**config.mk**
```make
export PLATFORM = sky130hd
export DESIGN_NAME = polar_bp_pe
export DESIGN_NICKNAME = d
export VERILOG_FILES = /design/src/rtl/polar_bp_pkg.sv /design/src/rtl/polar_bp_ctrl.sv /design/src/rtl/polar_bp_bfly.sv /design/src/rtl/polar_bp_datapath.sv /design/src/rtl/polar_bp_pe.sv
export SDC_FILE = /design/constraint.sdc
export NUM_CORES = 1
export LEC_CHECK = 0
export BUFFER_PORTS_ARGS = -buffer_cell sky130_fd_sc_hd__buf_2
export CAP_MARGIN = 20
export CORE_MARGIN = 1
export CORE_UTILIZATION = 50
export DETAILED_ROUTE_END_ITERATION = 6
export MAX_ROUTING_LAYER = met4
export PLACE_DENSITY = 0.69
export SLEW_MARGIN = 20
export SYNTH_ARGS = -nofsm -noshare
export SYNTH_HDL_FRONTEND = slang
export SYNTH_HIERARCHICAL = 1
export SYNTH_SLANG_ARGS = --single-unit
```
**constraint.sdc**
```tcl
create_clock -name clk -period 1.35 [get_ports clk]
set_clock_uncertainty 0.05 [all_clocks]
set_input_delay 0.135 -clock clk [delete_from_list [all_inputs] [get_ports clk]]
set_output_delay 0.135 -clock clk [all_outputs]
set_load 0.01 [all_outputs]
```
**src/rtl/polar_bp_pkg.sv**
```systemverilog
package polar_bp_pkg;
  localparam int MSG_W  = 8;
  localparam int SUM_W  = MSG_W + 1;
  localparam int WIDE_W = MSG_W + 2;

  typedef enum logic [1:0] {
    MODE_LEFT  = 2'b00,
    MODE_RIGHT = 2'b01,
    MODE_HARD  = 2'b10
  } modeT;

  typedef struct packed {
    logic capMsg;
    logic capHard;
    logic dirRight;
  } strobeT;

  // scaled min-sum kernel on guard-extended operands
  function automatic logic signed [WIDE_W-1:0] scaledMin(
      input logic signed [WIDE_W-1:0] x,
      input logic signed [WIDE_W-1:0] y);
    logic signed [WIDE_W-1:0] negX, negY, pick, negPick;
    logic xGeY, xGeNegY;
    negX    = -x;
    negY    = -y;
    xGeY    = (x >= y);
    xGeNegY = (x >= negY);
    case ({xGeY, xGeNegY})
      2'b11:   pick = y;
      2'b10:   pick = negX;
      2'b01:   pick = x;
      default: pick = negY;
    endcase
    negPick = -pick;
    return pick + (negPick >>> 4);
  endfunction

  function automatic logic signed [MSG_W-1:0] clampMsg(
      input logic signed [WIDE_W-1:0] v);
    logic signed [MSG_W-1:0] res;
    if (v[WIDE_W-1:MSG_W-1] == '0 || v[WIDE_W-1:MSG_W-1] == '1)
      res = v[MSG_W-1:0];
    else if (v[WIDE_W-1])
      res = {1'b1, {(MSG_W-1){1'b0}}};
    else
      res = {1'b0, {(MSG_W-1){1'b1}}};
    return res;
  endfunction
endpackage

```
**src/rtl/polar_bp_ctrl.sv**
```systemverilog
module polar_bp_ctrl
  import polar_bp_pkg::*;
(
  input  logic       clk,
  input  logic       rstN,
  input  logic       validIn,
  input  logic [1:0] mode,
  output strobeT     strobe,
  output logic       validOut
);
  always_comb begin
    strobe.capMsg   = validIn & ~mode[1];
    strobe.capHard  = validIn &  mode[1];
    strobe.dirRight = mode[0];
  end

  always_ff @(posedge clk or negedge rstN) begin
    if (!rstN) validOut <= 1'b0;
    else       validOut <= validIn;
  end
endmodule

```
**src/rtl/polar_bp_bfly.sv**
```systemverilog
module polar_bp_bfly
  import polar_bp_pkg::*;
(
  input  logic signed [MSG_W-1:0] msgA,
  input  logic signed [MSG_W-1:0] msgB,
  input  logic signed [MSG_W-1:0] msgC,
  input  logic signed [MSG_W-1:0] msgD,
  input  logic                    dirRight,
  output logic signed [MSG_W-1:0] outLo,
  output logic signed [MSG_W-1:0] outHi,
  output logic                    hardAC,
  output logic                    hardBD
);
  logic signed [SUM_W-1:0]  sumBD, sumAC;
  logic signed [WIDE_W-1:0] xLo, fLo, fCA, addend, sumHi;

  always_comb begin
    sumBD  = SUM_W'(msgB) + SUM_W'(msgD);
    sumAC  = SUM_W'(msgA) + SUM_W'(msgC);
    xLo    = dirRight ? WIDE_W'(msgC) : WIDE_W'(msgA);
    fLo    = scaledMin(xLo, WIDE_W'(sumBD));
    fCA    = scaledMin(WIDE_W'(msgC), WIDE_W'(msgA));
    addend = dirRight ? WIDE_W'(msgD) : WIDE_W'(msgB);
    sumHi  = fCA + addend;
    outLo  = clampMsg(fLo);
    outHi  = clampMsg(sumHi);
    hardAC = sumAC[SUM_W-1];
    hardBD = sumBD[SUM_W-1];
  end
endmodule

```
**src/rtl/polar_bp_datapath.sv**
```systemverilog
module polar_bp_datapath
  import polar_bp_pkg::*;
#(
  parameter int K = 4
) (
  input  logic                   clk,
  input  logic                   rstN,
  input  strobeT                 strobe,
  input  logic [K*4*MSG_W-1:0]   msgIn,
  output logic [K*2*MSG_W-1:0]   msgOut,
  output logic [K*2-1:0]         hardOut
);
  localparam int IN_LANE  = 4 * MSG_W;
  localparam int OUT_LANE = 2 * MSG_W;

  logic [K*2*MSG_W-1:0] msgNext;
  logic [K*2-1:0]       hardNext;

  for (genvar k = 0; k < K; k++) begin : g_lane
    logic [IN_LANE-1:0] laneIn;
    logic signed [MSG_W-1:0] lo, hi;
    logic hAC, hBD;
    assign laneIn = msgIn[k*IN_LANE +: IN_LANE];
    polar_bp_bfly bfly_i (
      .msgA    (laneIn[0*MSG_W +: MSG_W]),
      .msgB    (laneIn[1*MSG_W +: MSG_W]),
      .msgC    (laneIn[2*MSG_W +: MSG_W]),
      .msgD    (laneIn[3*MSG_W +: MSG_W]),
      .dirRight(strobe.dirRight),
      .outLo   (lo),
      .outHi   (hi),
      .hardAC  (hAC),
      .hardBD  (hBD)
    );
    assign msgNext[k*OUT_LANE +: OUT_LANE] = {hi, lo};
    assign hardNext[2*k +: 2]              = {hBD, hAC};
  end

  always_ff @(posedge clk or negedge rstN) begin
    if (!rstN) begin
      msgOut  <= '0;
      hardOut <= '0;
    end else begin
      if (strobe.capMsg)  msgOut  <= msgNext;
      if (strobe.capHard) hardOut <= hardNext;
    end
  end
endmodule

```
**src/rtl/polar_bp_pe.sv**
```systemverilog
module polar_bp_pe
  import polar_bp_pkg::*;
#(
  parameter int K = 4
) (
  input  logic               clk,
  input  logic               rstN,
  input  logic               validIn,
  input  logic [1:0]         mode,
  input  logic [K*32-1:0]    msgIn,
  output logic               validOut,
  output logic [K*16-1:0]    msgOut,
  output logic [K*2-1:0]     hardOut
);
  strobeT strobe;

  polar_bp_ctrl ctrl_i (
    .clk     (clk),
    .rstN    (rstN),
    .validIn (validIn),
    .mode    (mode),
    .strobe  (strobe),
    .validOut(validOut)
  );

  polar_bp_datapath #(.K(K)) dp_i (
    .clk    (clk),
    .rstN   (rstN),
    .strobe (strobe),
    .msgIn  (msgIn),
    .msgOut (msgOut),
    .hardOut(hardOut)
  );
endmodule

```
==> results of run 1 <==
cell usage in the layout, fill, tap and decap left out, types with 15 or more instances in the layout:
cell	Yosys	routed
xor2_1	39	30
mux2_2	36	24
o21ai_0	140	81
xnor2_1	113	87
a21oi_1	132	86
nor3_1	65	50
a211oi_2	2	18
fa_1	48	36
ha_2	0	15
o21ai_1	19	31
a31oi_1	25	22
nor2b_1	30	24
xnor2_2	0	21
and3_1	25	18
nand4_1	20	20
nor2_2	4	23
or3_1	33	26
a211oi_1	32	15
buf_12	6	16
nand2_1	160	146
nand3_1	64	51
o21a_1	38	35
buf_6	6	65
nor2_1	155	124
mux2i_1	66	55
buf_4	5	920
nand2b_1	27	22
o21ai_2	3	42
ha_1	288	236
a21oi_2	6	41
ha_4	0	37
inv_2	1	24
inv_1	222	188
a21o_1	62	61
dfrtp_1	73	73
o211ai_1	30	30
or2_2	23	16
mux2_4	60	72
buf_2	23	179
layer usage:
metal | track usage | up-vias | part of all wire
met5 | - | - | 0
met4 | 0.116 | 0 | 0.038
met3 | 0.0494 | 271 | 0.066
met2 | 0.639 | 1066 | 0.49
met1 | 0.459 | 11700 | 0.41
li1 | - | 11200 | -
stage by stage:
stage | area, um2 | utilization
2_1_floorplan | 21300 | -
3_3_place_gp | 29000 | 0.729
3_5_place_dp | 29000 | 0.729
4_1_cts | 31300 | 0.787
5_1_grt | 32600 | 0.822
6_report | 32700 | 0.822
final cells by class:
cell class / instances / area, um2
clock inverters: 7 / 77.6
well taps: 525 / 657
multi-input cells: 2076 / 20000
inverters: 223 / 890
repair buffers: 1191 / 9010
fillers: 2374 / 7080
clock buffers: 9 / 225
flip-flops and latches: 73 / 1830
diodes: 1 / 2.50
state kept, by name, summed over array words and instances (netlist names):
register,count
ctrl_i/validOut,1
dp_i/msgOut,64
dp_i/hardOut,8
cells by family (layout without fill, tap and decap cells):
kind of cell,count (synthesis),in the layout,synth area share
mux,170,170,0.106
xor+xnor,161,161,0.0754
fa+ha+maj,336,336,0.227
buf+inv,287,1430,0.0631
other cells,0,1,0
flops,73,73,0.0909
simple gates,717,717,0.190
compound gates,692,692,0.247
power by group through the flow:
stage	logic [uW]	registers [uW]	clock network [uW]
3_3_place_gp	47400	3970	0
5_1_grt	67700	4150	2780
2_1_floorplan	31200	4360	0
3_5_place_dp	49200	4000	0
6_report	63800	4140	2720
4_1_cts	56000	4000	2700
path summary, 6_finish.rpt:
| check | end | cells after the start | slack (ns) |
|---|---|---|---|
| setup / recovery | dp_i/msgOut[8] | 31 | -5.27 |
| hold / removal | dp_i/msgOut[62] | 2 | 0.18 |
| setup reg to reg | dp_i/msgOut[32] | 1 | 0.44 |
| hold reg to reg | dp_i/msgOut[2] | 1 | 0.46 |
| max in group asynchronous | dp_i/hardOut[0] | 3 | 0.53 |
| min in group clk | dp_i/hardOut[6] | 4 | 0.32 |
what timing repair did:
action	in CTS	in global routing
endpoints found under the setup margin	72	72
setup buffers	101	51
hold buffers	2	0
endpoints found under the hold margin	47	0
resized for setup	290	210
pin swaps	210	199
cell usage after synthesis (all sizes together) (36+ instances only):
| library cell | number | area, um2 |
|---|---|---|
| ha | 288 | 3600 |
| inv | 223 | 837 |
| nand2 | 165 | 642 |
| o21ai | 164 | 855 |
| nor2 | 160 | 618 |
| a21oi | 138 | 713 |
| xnor2 | 113 | 990 |
| mux2 | 96 | 1310 |
| dfrtp | 73 | 1830 |
| nor3 | 70 | 388 |
| mux2i | 67 | 674 |
| nand3 | 64 | 320 |
| a21o | 62 | 465 |
| fa | 48 | 961 |
| buf | 46 | 363 |
| xor2 | 44 | 434 |
| o21a | 38 | 285 |
| or3 | 37 | 251 |
| a211oi | 36 | 305 |
==> out/metrics.csv, run 1 <==
metric;value;unit
initial cell density of the core;0.506;
Hold/Removal Path Class;in2async;
Yosys Warn Count;6;
Final Hold Viols;0;
Crit path max-delay family;simple AND/OR/NAND/NOR gates;
TNS Setup;-306.08;ns
crit path buf inv count;6;
chip height;202;um
routability cong.;0.953;
via/cell ratio;5.91;
non-filler instance count after layout;4105;
Seq pwr share;0.059;
worst r2r src;dp_i/msgOut[32];
Post-DP HPWL;58700;um
cells after synthesis;2436;
number of DRC markers in iteration 0;1661;
logic gate share of total power;0.903;
DRT Pass-1 Iters;5;
Final Net Count;4043;
CP Launch Point;msgIn[0];
clock-pin slew on the worst setup and hold paths;0.07;ns
CP max stage cell;or4_4;
Required @ worst endpoint;1.57;ns
CP Class;in2reg;
Mean Syn Cell Area;8.25;um2
number of max-cap violations;0;
EDFF count, synth;0;
NetSw;33500;uW
Final Max Tran Viols;0;
TritonCTS buffer count;9;
total leakage power;0.0156;uW
width of the die;202;um
clk buf depth;2;
PortBufs;205;
crit start category;input pin;
worst skew pair latency;0.37;ns
final worst setup slack;-5.27;ns
Sw Share;0.474;
Setup-failing EPs final;72;
peak supply drop;3.05;mV
die area;41000;um2
htree depth;3;
share of cells above drive strength 1;0.526;
Rows;73;
dpl ws;-5.35;ns
first-pass GRT wire length;122000;um
global-route usage over all layers;0.375;
Int Pwr;37100;uW
grt ovf;0;
status;finished, violations left;
Placed Instances;3939;
CP max FO;5;
DR vias;24300;
initial antenna violation count;0;
post-layout minimum cycle time;6.62;ns
Primary FF master, synth;dfrtp_1;
vias in the first global route;24000;
Power Density;2160;nW/um2
DRC Markers;0;
part of the power in the clock network;0.039;
Worst Path Arrival;6.85;ns
CP peak stage delay;0.56;ns
tightest hold margin;0.185;ns
Root Buffer;clkbuf_16;
ANT nets after route;0;
Post-synth ARST share;1.00;
largest net degree at the start of global routing;34;
synthesis-stage register bit count;73;
FMAX;151;MHz
Slew HR;0.529;
sequential share of the synthesized area;0.0909;
CTS sink count;73;
Core Area;39700;um2
Total Power;70600;uW
net count after synthesis;2905;
RSZ-0062 raised after global routing;yes;
Synth cell types;127;
overall routed net length;82500;um
area delta synth->final;62.4;%
Syn Std Cell Area;20100;um2
Worst-Margin Slew;0.704;ns
failing checks;setup timing;
CP Capture Type;register;
num ports;206;
fin crit share;4.90;
CTS tree;built;
WL/cell;20.1;um
Note: power is estimated with default switching activity, not from simulation.
==> inputs of run 2 (changes only) <==
--- a/config.mk
+++ b/config.mk
@@ -5,6 +5,7 @@
 export SDC_FILE = /design/constraint.sdc
 export NUM_CORES = 1
 export LEC_CHECK = 0
+export ABC_AREA = 1
 export BUFFER_PORTS_ARGS = -buffer_cell sky130_fd_sc_hd__buf_2
 export CAP_MARGIN = 20
 export CORE_MARGIN = 1
==> out/metrics.csv, run 2 <==
metric;value;unit
overall routed net length;81600;um
Root Buffer;clkbuf_16;
Post-synth ARST share;1.00;
largest registers;dp_i/msgOut: 64 flops, dp_i/hardOut: 8 flops, ctrl_i/validOut: 1 flops;
Sw Share;0.512;
share of cells above drive strength 1;0.479;
area of the multi-input gates;19300;um2
PortBufs;205;
CP Capture Type;register;
routability cong.;1.01;
dpl cell area;28900;um2
Reg with most FFs;dp_i/msgOut;
worst skew pair latency;0.38;ns
Seq pwr share;0.053;
grt ovf;0;
number of max-cap violations;0;
NetSw;36700;uW
ANT nets after route;0;
largest net degree at the start of global routing;39;
cells after synthesis;3208;
Final Hold Viols;0;
net count after synthesis;3677;
Final Net Count;4919;
Final Max Tran Viols;0;
DRC Markers;0;
DRT Pass-1 Iters;6;
crit start category;input pin;
CP max stage cell;fa_2;
FMAX;164;MHz
vias in the first global route;25800;
commonest cells in the netlist;nand2_1 (1086), inv_1 (467), ha_1 (288);
chip height;204;um
Syn Std Cell Area;20300;um2
failing checks;setup timing;
CTS sink count;73;
EDFF count, synth;0;
Primary FF master, synth;dfrtp_1;
top cell type's share of synthesized area;0.201;
initial cell density of the core;0.509;
sequential cell area;1830;um2
clk buf depth;2;
Rows;73;
Hold/Removal Path Class;in2async;
commonest non-fill, non-tap cells in the layout;buf_4 (1013), nand2_1 (860), inv_1 (397);
TritonCTS buffer count;9;
initial antenna violation count;4;
area delta synth->final;65.2;%
total leakage power;0.0186;uW
CP max FO;7;
max reg flops;64;
Final Instance Area;33600;um2
Worst-Margin Slew;0.577;ns
Synth cell types;59;
number of DRC markers in iteration 0;1665;
part of the power in the clock network;0.045;
Yosys Warn Count;6;
R2R depth;2;
Required @ worst endpoint;1.57;ns
Int Pwr;35000;uW
Most common cell on crit path;nand2_1;
CTS tree;built;
worst r2r src;dp_i/msgOut[41];
status;finished, violations left;
WL/cell;16.4;um
DR vias;26800;
Worst Path Arrival;6.31;ns
logic gate share of total power;0.902;
num ports;206;
Power Density;2140;nW/um2
dpl ws;-4.70;ns
Slew HR;0.616;
fill count;2429;
post-synth top area cell;nand2_1;
synthesis-stage register bit count;73;
register-to-register setup slack;0.56;ns
CP Class;in2reg;
Setup-failing EPs final;68;
Mean Syn Cell Area;6.33;um2
Post-DP HPWL;58900;um
clock-pin slew on the worst setup and hold paths;0.07;ns
fin crit share;4.52;
CP peak stage delay;0.37;ns
global-route usage over all layers;0.363;
die area;41500;um2
terminus of the critical flop-to-flop path;dp_i/msgOut[41];
Core Area;39900;um2
htree depth;3;
commonest non-fill, non-tap cell in the layout;buf_4;
tightest hold margin;0.181;ns
peak supply drop;3.09;mV
RSZ-0062 raised after global routing;yes;
via/cell ratio;5.38;
Synth area leaders;nand2_1 (20%), ha_1 (18%), dfrtp_1 (9.0%);
most common cell in the synthesized netlist;nand2_1;
post-layout minimum cycle time;6.10;ns
final worst setup slack;-4.75;ns
sequential share of the synthesized area;0.0899;
first-pass GRT wire length;120000;um
width of the die;204;um
-- run 2: changes by cell type after synthesis, moves of 46 or more --
cell / change
nand2_1: +926
inv_1: +245
nand3_1: +192
o21ai_0: -96
xnor2_1: -78
mux2_4: -60
nand2_2: +54
xor2_1: +53
a21o_1: -50
mux2i_1: -46
-- run 2: stage by stage --
stage / TNS [ns] / power, uW / util / instances
5_1_grt: -286.39 / 77500 / 0.841 / 4984
3_3_place_gp: -274.44 / 52500 / 0.723 / 4721
6_report: -265.41 / 71700 / 0.841 / 4984
2_1_floorplan: -237.33 / 35700 / - / 3208
4_1_cts: -243.34 / 63300 / 0.794 / 4907
3_5_place_dp: -285.52 / 54300 / 0.723 / 4721
-- run 2: worst max-delay path: cells and delay by family --
kind	cells	cell delay [ns]
buffers and inverters	9	1.05
adder cells (fa/ha/maj)	4	1.05
XOR/XNOR	1	0.17
AND/OR/NAND/NOR	20	2.51
AO/OA/AOI/OAI	9	1.37
-- run 2: cells by family (layout without fill, tap and decap cells) --
family,count (synthesis),count (layout),synth area share
AOI/OAI and AO/OA,279,279,0.0868
DFF,73,73,0.0899
buffers and inverters,537,1781,0.111
other,0,4,0
and+or+nand+nor,1820,1823,0.413
xor gates and xnor gates,131,131,0.0585
muxes,32,32,0.0165
adders and majority gates,336,336,0.225
-- run 2: worst max path at each step --
| stage | start | to | slack (ns) | cells after the start |
|---|---|---|---|---|
| floorplan | msgIn[40] | dp_i/msgOut[16] | -3.91 | 41 |
| global placement | msgIn[8] | dp_i/msgOut[6] | -4.54 | 44 |
| detailed placement | msgIn[8] | dp_i/msgOut[6] | -4.70 | 45 |
| CTS | msgIn[88] | dp_i/msgOut[37] | -3.90 | 50 |
| global route | msgIn[24] | dp_i/msgOut[6] | -5.07 | 44 |
| finish | msgIn[24] | dp_i/msgOut[5] | -4.75 | 43 |
-- run 2: power by group through the flow --
| stage | clock network, uW | logic, uW | registers [uW] |
|---|---|---|---|
| CTS | 3240 | 56200 | 3800 |
| detailed placement | 0 | 50500 | 3820 |
| floorplan | 0 | 31500 | 4220 |
| global route | 3330 | 70200 | 3900 |
| global placement | 0 | 48700 | 3790 |
| finish | 3200 | 64700 | 3820 |
-- run 2: per-layer routing --
layer	part of all wire	GRT usage	vias to the layer above	wire length, um
met3	0.056	0.0366	331	4530
met2	0.51	0.667	1025	41800
li1	-	-	12800	-
met5	0	-	-	0
met1	0.38	0.401	12700	31200
met4	0.049	0.141	0	3990
-- run 2: area by class of cell --
type,instances,area share
tap,525,0.0196
multi-input combinational,2601,0.575
sequential,73,0.0544
inverter,495,0.0565
antenna,4,0.000298
clock inverter,7,0.00425
clock buffer,9,0.00671
timing repair buffer,1270,0.283
-- run 2: repair_timing --
item,4_1_cts,5_1_grt
hold buffers,2,0
hold endpoints to repair,74,0
gates cloned,4,0
resized for setup,306,322
pin swaps,344,371
setup buffers,165,77
setup endpoints to repair,70,72
